File: config.mk
export PLATFORM = sky130hd
export DESIGN_NAME = async_port
export DESIGN_NICKNAME = d
export VERILOG_FILES = /design/src/rtl/async_pkg.sv /design/src/rtl/apt_baud.sv /design/src/rtl/apt_tx.sv /design/src/rtl/apt_rx.sv /design/src/rtl/async_port.sv
export SDC_FILE = /design/constraint.sdc
export NUM_CORES = 1
export LEC_CHECK = 0
export CORE_MARGIN = 2
export CORE_UTILIZATION = 53
export CTS_BUF_LIST = sky130_fd_sc_hd__clkbuf_4 sky130_fd_sc_hd__clkbuf_8
export CTS_CLUSTER_SIZE = 25
export DETAILED_ROUTE_END_ITERATION = 12
export PLACE_DENSITY = 0.79
export SLEW_MARGIN = 15
export SYNTH_ARGS = -nofsm -noshare
export SYNTH_HDL_FRONTEND = slang
export SYNTH_SLANG_ARGS = --single-unit
export TNS_END_PERCENT = 5
File: constraint.sdc
create_clock -name clk -period 2.3 [get_ports clk]
set_input_delay 0.345 -clock clk [delete_from_list [all_inputs] [get_ports clk]]
set_output_delay 0.345 -clock clk [all_outputs]
set_load 0.02 [all_outputs]
File: src/rtl/async_pkg.sv
package async_pkg;
    localparam int MAX_DATA  = 9;
    localparam int TX_BITS   = 1 + MAX_DATA + 1 + 2;
    localparam int RX_BITS   = MAX_DATA + 1 + 2;
    localparam int IDX_W     = $clog2(TX_BITS);
    localparam int OVS       = 16;
    localparam int OVS_W     = $clog2(OVS);

    typedef enum logic [1:0] {
        XB_NONE = 2'd0,
        XB_EVEN = 2'd1,
        XB_ODD  = 2'd2,
        XB_WAKE = 2'd3
    } xbit_e;

    typedef enum logic [1:0] {
        RM_IDLE  = 2'd0,
        RM_START = 2'd1,
        RM_BITS  = 2'd2
    } rx_mode_e;

    function automatic logic [IDX_W-1:0] data_bits(input logic [1:0] len);
        case (len)
            2'd0:    return IDX_W'(7);
            2'd1:    return IDX_W'(8);
            default: return IDX_W'(9);
        endcase
    endfunction
endpackage

File: src/rtl/apt_baud.sv
module apt_baud #(
    parameter int RW = 16
) (
    input  logic          clk,
    input  logic          rst_n,
    input  logic [RW-1:0] reload,
    output logic          tick
);
    logic [RW-1:0] cnt_d, cnt_q;

    assign tick = (cnt_q == '0);

    always_comb begin
        cnt_d = tick ? reload : cnt_q - 1'b1;
    end

    always_ff @(posedge clk or negedge rst_n) begin
        if (!rst_n) cnt_q <= '0;
        else        cnt_q <= cnt_d;
    end
endmodule

File: src/rtl/apt_tx.sv
module apt_tx
    import async_pkg::*;
(
    input  logic                clk,
    input  logic                rst_n,
    input  logic                tick,
    input  logic                wr,
    input  logic [MAX_DATA-1:0] data,
    input  logic                wake,
    input  logic [1:0]          len,
    input  xbit_e               extra,
    input  logic                stop2,
    output logic                busy,
    output logic                irq,
    output logic                txd
);
    typedef struct packed {
        logic               busy;
        logic               irq;
        logic [TX_BITS-1:0] bits;
        logic [IDX_W-1:0]   idx;
        logic [IDX_W-1:0]   last;
        logic [OVS_W-1:0]   sub;
    } tx_st_t;

    tx_st_t d, q;

    always_comb begin
        logic [IDX_W-1:0]    n;
        logic [IDX_W-1:0]    pos;
        logic [MAX_DATA-1:0] dm;
        logic                xb;
        d     = q;
        d.irq = 1'b0;
        n     = data_bits(len);
        dm    = '0;
        for (int i = 0; i < MAX_DATA; i++)
            if (i < int'(n)) dm[i] = data[i];
        case (extra)
            XB_EVEN: xb = ^dm;
            XB_ODD:  xb = ~(^dm);
            default: xb = wake;
        endcase
        pos = n + IDX_W'(1);
        if (!q.busy) begin
            if (wr) begin
                d.bits    = '1;
                d.bits[0] = 1'b0;
                for (int i = 0; i < MAX_DATA; i++)
                    if (i < int'(n)) d.bits[i+1] = dm[i];
                if (extra != XB_NONE) begin
                    d.bits[pos] = xb;
                    pos         = pos + IDX_W'(1);
                end
                d.last = pos + IDX_W'(stop2);
                d.busy = 1'b1;
                d.idx  = '0;
                d.sub  = '0;
            end
        end else if (tick) begin
            if (q.sub == OVS_W'(OVS-1)) begin
                d.sub = '0;
                if (q.idx == q.last) begin
                    d.busy = 1'b0;
                    d.irq  = 1'b1;
                end else begin
                    d.idx = q.idx + IDX_W'(1);
                end
            end else begin
                d.sub = q.sub + OVS_W'(1);
            end
        end
    end

    always_ff @(posedge clk or negedge rst_n) begin
        if (!rst_n) q <= '0;
        else        q <= d;
    end

    assign busy = q.busy;
    assign irq  = q.irq;
    assign txd  = q.busy ? q.bits[q.idx] : 1'b1;
endmodule

File: src/rtl/apt_rx.sv
module apt_rx
    import async_pkg::*;
(
    input  logic                clk,
    input  logic                rst_n,
    input  logic                tick,
    input  logic                rxd,
    input  logic [1:0]          len,
    input  xbit_e               extra,
    input  logic                stop2,
    input  logic                rd,
    input  logic                clr,
    output logic [MAX_DATA-1:0] data,
    output logic                valid,
    output logic                irq,
    output logic                par,
    output logic                frm,
    output logic                ovr,
    output logic                eirq
);
    typedef struct packed {
        logic [1:0]          sync;
        rx_mode_e            mode;
        logic [OVS_W-1:0]    sub;
        logic [IDX_W-1:0]    idx;
        logic [RX_BITS-1:0]  bits;
        logic [MAX_DATA-1:0] buf_data;
        logic                valid;
        logic                irq;
        logic                par;
        logic                frm;
        logic                ovr;
        logic                eirq;
    } rx_st_t;

    rx_st_t d, q;

    always_comb begin
        logic                rxs;
        logic [IDX_W-1:0]    n;
        logic                hx;
        logic [IDX_W-1:0]    nb;
        logic [RX_BITS-1:0]  rb;
        logic [MAX_DATA-1:0] dm;
        logic                xb;
        logic                pe;
        logic                fe;
        logic                full;
        d      = q;
        d.irq  = 1'b0;
        d.eirq = 1'b0;
        d.sync = {q.sync[0], rxd};
        rxs    = q.sync[1];
        if (rd)  d.valid = 1'b0;
        if (clr) begin
            d.par = 1'b0;
            d.frm = 1'b0;
            d.ovr = 1'b0;
        end
        n  = data_bits(len);
        hx = (extra != XB_NONE);
        nb = n + IDX_W'(hx) + IDX_W'(1) + IDX_W'(stop2);
        rb = q.bits;
        rb[q.idx] = rxs;
        dm = '0;
        for (int i = 0; i < MAX_DATA; i++)
            if (i < int'(n)) dm[i] = rb[i];
        xb = rb[n];
        fe = 1'b0;
        for (int i = 0; i < RX_BITS; i++)
            if (i >= int'(n) + int'(hx) && i < int'(nb) && !rb[i]) fe = 1'b1;
        case (extra)
            XB_EVEN: pe = (^dm) ^ xb;
            XB_ODD:  pe = ~((^dm) ^ xb);
            default: pe = 1'b0;
        endcase
        full = d.valid;
        case (q.mode)
            RM_IDLE: begin
                if (tick && !rxs) begin
                    d.mode = RM_START;
                    d.sub  = '0;
                end
            end
            RM_START: begin
                if (tick) begin
                    if (q.sub == OVS_W'(OVS/2 - 1)) begin
                        d.mode = rxs ? RM_IDLE : RM_BITS;
                        d.sub  = '0;
                        d.idx  = '0;
                    end else begin
                        d.sub = q.sub + OVS_W'(1);
                    end
                end
            end
            default: begin
                if (tick) begin
                    if (q.sub == OVS_W'(OVS-1)) begin
                        d.sub  = '0;
                        d.bits = rb;
                        if (q.idx == nb - IDX_W'(1)) begin
                            d.mode = RM_IDLE;
                            if (!(extra == XB_WAKE && !xb)) begin
                                if (pe) d.par = 1'b1;
                                if (fe) d.frm = 1'b1;
                                if (full) begin
                                    d.ovr = 1'b1;
                                end else begin
                                    d.buf_data = dm;
                                    d.valid    = 1'b1;
                                    d.irq      = 1'b1;
                                end
                                d.eirq = pe | fe | full;
                            end
                        end else begin
                            d.idx = q.idx + IDX_W'(1);
                        end
                    end else begin
                        d.sub = q.sub + OVS_W'(1);
                    end
                end
            end
        endcase
    end

    always_ff @(posedge clk or negedge rst_n) begin
        if (!rst_n) begin
            q      <= '0;
            q.sync <= '1;
        end else begin
            q <= d;
        end
    end

    assign data  = q.buf_data;
    assign valid = q.valid;
    assign irq   = q.irq;
    assign par   = q.par;
    assign frm   = q.frm;
    assign ovr   = q.ovr;
    assign eirq  = q.eirq;
endmodule

File: src/rtl/async_port.sv
module async_port
    import async_pkg::*;
#(
    parameter int RELOAD_W = 16
) (
    input  logic                clk,
    input  logic                rst_n,
    input  logic [RELOAD_W-1:0] cfg_reload,
    input  logic [1:0]          cfg_len,
    input  logic [1:0]          cfg_extra,
    input  logic                cfg_stop2,
    input  logic                tx_wr,
    input  logic [MAX_DATA-1:0] tx_data,
    input  logic                tx_wake,
    output logic                tx_busy,
    output logic                tx_irq,
    output logic                txd,
    input  logic                rxd,
    input  logic                rx_rd,
    output logic [MAX_DATA-1:0] rx_data,
    output logic                rx_valid,
    output logic                rx_irq,
    input  logic                err_clr,
    output logic                err_par,
    output logic                err_frm,
    output logic                err_ovr,
    output logic                err_irq
);
    logic  tick;
    xbit_e xmode;

    assign xmode = xbit_e'(cfg_extra);

    apt_baud #(.RW(RELOAD_W)) u_baud (
        .clk    (clk),
        .rst_n  (rst_n),
        .reload (cfg_reload),
        .tick   (tick)
    );

    apt_tx u_tx (
        .clk   (clk),
        .rst_n (rst_n),
        .tick  (tick),
        .wr    (tx_wr),
        .data  (tx_data),
        .wake  (tx_wake),
        .len   (cfg_len),
        .extra (xmode),
        .stop2 (cfg_stop2),
        .busy  (tx_busy),
        .irq   (tx_irq),
        .txd   (txd)
    );

    apt_rx u_rx (
        .clk   (clk),
        .rst_n (rst_n),
        .tick  (tick),
        .rxd   (rxd),
        .len   (cfg_len),
        .extra (xmode),
        .stop2 (cfg_stop2),
        .rd    (rx_rd),
        .clr   (err_clr),
        .data  (rx_data),
        .valid (rx_valid),
        .irq   (rx_irq),
        .par   (err_par),
        .frm   (err_frm),
        .ovr   (err_ovr),
        .eirq  (err_irq)
    );
endmodule

==> flow_summary.json <==
{
  "rr_endpoint": "u_rx.eirq$_DFF_PN0_",
  "relSlewSlack_pct": 50.4,
  "grtUsageTotal_pct": 24.3,
  "crit_family": "XOR/XNOR gates",
  "dr.pass1.iters": 5,
  "grt_pass1_vias": 4174,
  "power_w": 0.00377,
  "final_util_pct": 73.2,
  "route.detailed.drc": 0,
  "post-route-min-period_ns": 2.60,
  "cts_root_buffer": "clkbuf_8",
  "synth_area_leaders": "dfrtp_1 (40%), ha_1 (7.4%), nand2_1 (5.5%), mux2i_1 (4.7%), xnor2_1 (4.4%)",
  "synthToLayoutAreaGrowth_pct": 35.8,
  "hold_buffers": 0,
  "vias": 4155,
  "antenna_found_initial": 0,
  "peakVddDrop_mv": 0.436,
  "fin_ws_ns": -0.296,
  "crit_required_ns": 2.53,
  "rows": 35,
  "yosysSeqAreaShare_pct": 41.1,
  "reg2reg_slack_ns": -0.30,
  "cts_max_level": 3,
  "synth.top_cell.area_share_pct": 40.1,
  "grt_max_degree": 49,
  "status": "complete, but fails checks",
  "rsz0062_at_grt": "true",
  "place_congestion": 0.897,
  "ys_async_sr_fraction_pct": 100,
  "dieArea_um2": 10100,
  "synthMostInstantiatedCell": "dfrtp_1",
  "p_leak_nw": 3.14,
  "ios": 55,
  "worst_pin_slew_ns": 0.744,
  "critPathCapture": "u_rx.eirq$_DFF_PN0_",
  "dp_hpwl_um": 8850,
  "slowest_stage": "xnor3_1",
  "fmax_mhz": 385,
  "arrival_ns": 2.83,
  "synth_seq_cells": 81,
  "coreArea_um2": 9150,
  "syn_area_um2": 4930,
  "critPathLaunchType": "flip-flop",
  "syn_avg_cell_area_um2": 9.62,
  "initial_core_util_pct": 53.9,
  "wl_um": 11900,
  "cts_buffer_depth": 2,
  "cp.depth": 9,
  "path_cells": "buf_4 > ha_1 > nand3b_1 > mux2i_2 > xnor2_1 > xnor3_1 > xnor3_2 > mux2i_4 > a31oi_1",
  "ant_nets": 0,
  "gr-total-overflow": 0,
  "hold_violations": 0,
  "die_height_um": 100,
  "n_antenna_cell": 0,
  "io_buffers": 54,
  "viasPerCell": 5.50,
  "yosysUniqueCellTypes": 62,
  "syn_nets": 579,
  "synth_edf_count": 0,
  "synthTopCellsByCount": "dfrtp_1 (79), nand2_1 (72), nor2_1 (42)",
  "nFillCells": 618,
  "critPathLaunch": "u_rx.q[27]$_DFFE_PN0P_",
  "path_clk_slew_ns": 0.08,
  "rr_worst_depth": 9,
  "cts_sinks": 81,
  "layout-drive-gt1-share_pct": 28.3,
  "hold_path_class": "primary input to asynchronous set/reset pin",
  "fin_nets": 705,
  "finalSetupViolations": 25,
  "finalCritPeriodShare_pct": 113,
  "wl_per_cell_um": 15.8,
  "cap_violations": 0,
  "r2r_start": "u_rx.q[27]$_DFFE_PN0P_",
  "yosys.area.top_type": "dfrtp_1",
  "slowest_delay_ns": 0.44,
  "die_x_um": 100,
  "netlist_instances": 513,
  "pwr_density_cell_nw_per_um2": 563,
  "grt_pass1_wl_um": 19400,
  "worstPathMaxFanout": 4,
  "drt_iter0_drc": 133,
  "violations": "negative setup slack",
  "synth_top_flop_cell": "dfrtp_1",
  "final_max_slew_viol_count": 0,
  "tns_ns": -4.15,
  "clk_latency_ns": 0.36,
  "holdWs_ns": 0.00542,
  "multi_input_area_um2": 2860,
  "finClkSkew_ns": 0.00989,
  "cp-end-kind": "flip-flop",
  "final-seq-area_um2": 2030,
  "numCtsBuffers": 9,
  "worstSetupPathType": "flip-flop to flip-flop",
  "cts_tree": "built",
  "timing.critical_path.buf_inv": 1,
  "yosysWarnings": 0
}
-- cells in the final DEF, fill, tap and decap left out, types with 3 or more instances in the layout --
cell / count
buf_4: 87
dfrtp_1: 78
nand2_1: 72
clkdlybuf4s50_1: 48
nor2_1: 41
o21ai_0: 28
inv_1: 24
xnor2_1: 24
ha_1: 21
mux2i_1: 18
a21oi_1: 18
clkbuf_8: 10
xor2_1: 9
nand3b_1: 8
nand3_1: 8
nand4_1: 7
ha_4: 7
o21ai_1: 6
nor2b_1: 5
inv_4: 4
mux2_2: 4
a31oi_1: 4
mux2i_2: 4
nand2b_1: 4
mux4_2: 4
a22o_1: 4
buf_12: 4
or4_1: 3
xnor3_1: 3
nor3b_1: 3
nor3_2: 3
nor3_1: 3
clkbuf_4: 3
buf_2: 3
buf_6: 3
-- sequential cells by signal (all words and copies together) (netlist names), 9 cells and up --
| name | flops |
|---|---|
| u_rx.data | 9 |
| u_rx.q | 23 |
| u_baud.cnt_q | 16 |
| u_tx.q | 24 |
-- kinds of logic (layout without fill, tap and decap cells) --
kind of cell    Yosys count  in the layout  synth area share (%)
buf+inv                  63            194                  5.73
flops                    81             81                  41.1
xor+xnor                 39             39                  8.04
compound gates           86             86                  10.6
simple gates            182            182                  19.1
fa+ha+maj                29             29                  7.35
mux                      33             33                  8.01
-- worst min-delay path by stage --
stage                         start                         to  slack (ns)  cells past startpoint
3_3_place_gp   u_rx.d[38]$_DFF_PN1_       u_rx.q[38]$_DFF_PN1_        0.35                      0
3_5_place_dp   u_rx.d[38]$_DFF_PN1_       u_rx.q[38]$_DFF_PN1_        0.35                      0
5_1_grt                       rst_n     u_rx.q[31]$_DFFE_PN0P_        0.05                      1
6_report                      rst_n     u_rx.q[15]$_DFFE_PN0P_       0.005                      1
4_1_cts                       rst_n  u_baud.cnt_q[9]$_DFF_PN0_        0.03                      1
2_1_floorplan                 rst_n  u_baud.cnt_q[0]$_DFF_PN0_        0.05                      0
-- layout make-up --
| type | count | area share (%) |
|---|---|---|
| inverters | 31 | 2.19 |
| clock buffers | 13 | 2.39 |
| well taps | 111 | 2.07 |
| flip-flops and latches | 81 | 30.3 |
| multi-input cells | 369 | 42.8 |
| clock inverters | 3 | 0.971 |
| repair buffers | 147 | 19.3 |
-- worst reg2reg max path, delay by kind of cell, from the launching register on --
family                     cells  cell delay [ns]
AOI/OAI and AO/OA              1             0.11
DFF                            1             0.43
xor gates and xnor gates       3             0.88
muxes                          2             0.54
buffers and inverters          1             0.15
adders and majority gates      1             0.23
and+or+nand+nor                1             0.13
-- power by group --
| part | total (W) | switching (W) | internal (W) |
|---|---|---|---|
| Clock | 0.00119 | 0.000511 | 0.000677 |
| Combinational | 0.000870 | 0.000392 | 0.000477 |
| Sequential | 0.00171 | 0.000145 | 0.00157 |
-- per-layer routing --
| metal | wire length [um] | GRT usage, % | up-vias |
|---|---|---|---|
| li1 | - | - | 1993 |
| met1 | 4930 | 31.2 | 2012 |
| met2 | 6120 | 41.7 | 129 |
| met3 | 676 | 4.72 | 21 |
| met4 | 214 | 7.48 | 0 |
| met5 | 0 | 0 | - |
-- per-stage QoR --
step	std cells	setup slack [ns]	area, um2
global route	755	-0.391	6700
finish	755	-0.296	6700
floorplan	513	-0.490	5030
CTS	753	-0.317	6570
global placement	731	-1.21	6200
detailed placement	731	-1.37	6200
-- what timing repair did --
| action | 4_1_cts | 5_1_grt |
|---|---|---|
| gates cloned | 0 | 0 |
| pin swaps | 19 | 9 |
| buffers inserted | 6 | 2 |
| resized for setup | 54 | 26 |
| endpoints found under the setup margin | 49 | 46 |
(Power assumes the default switching activity.)
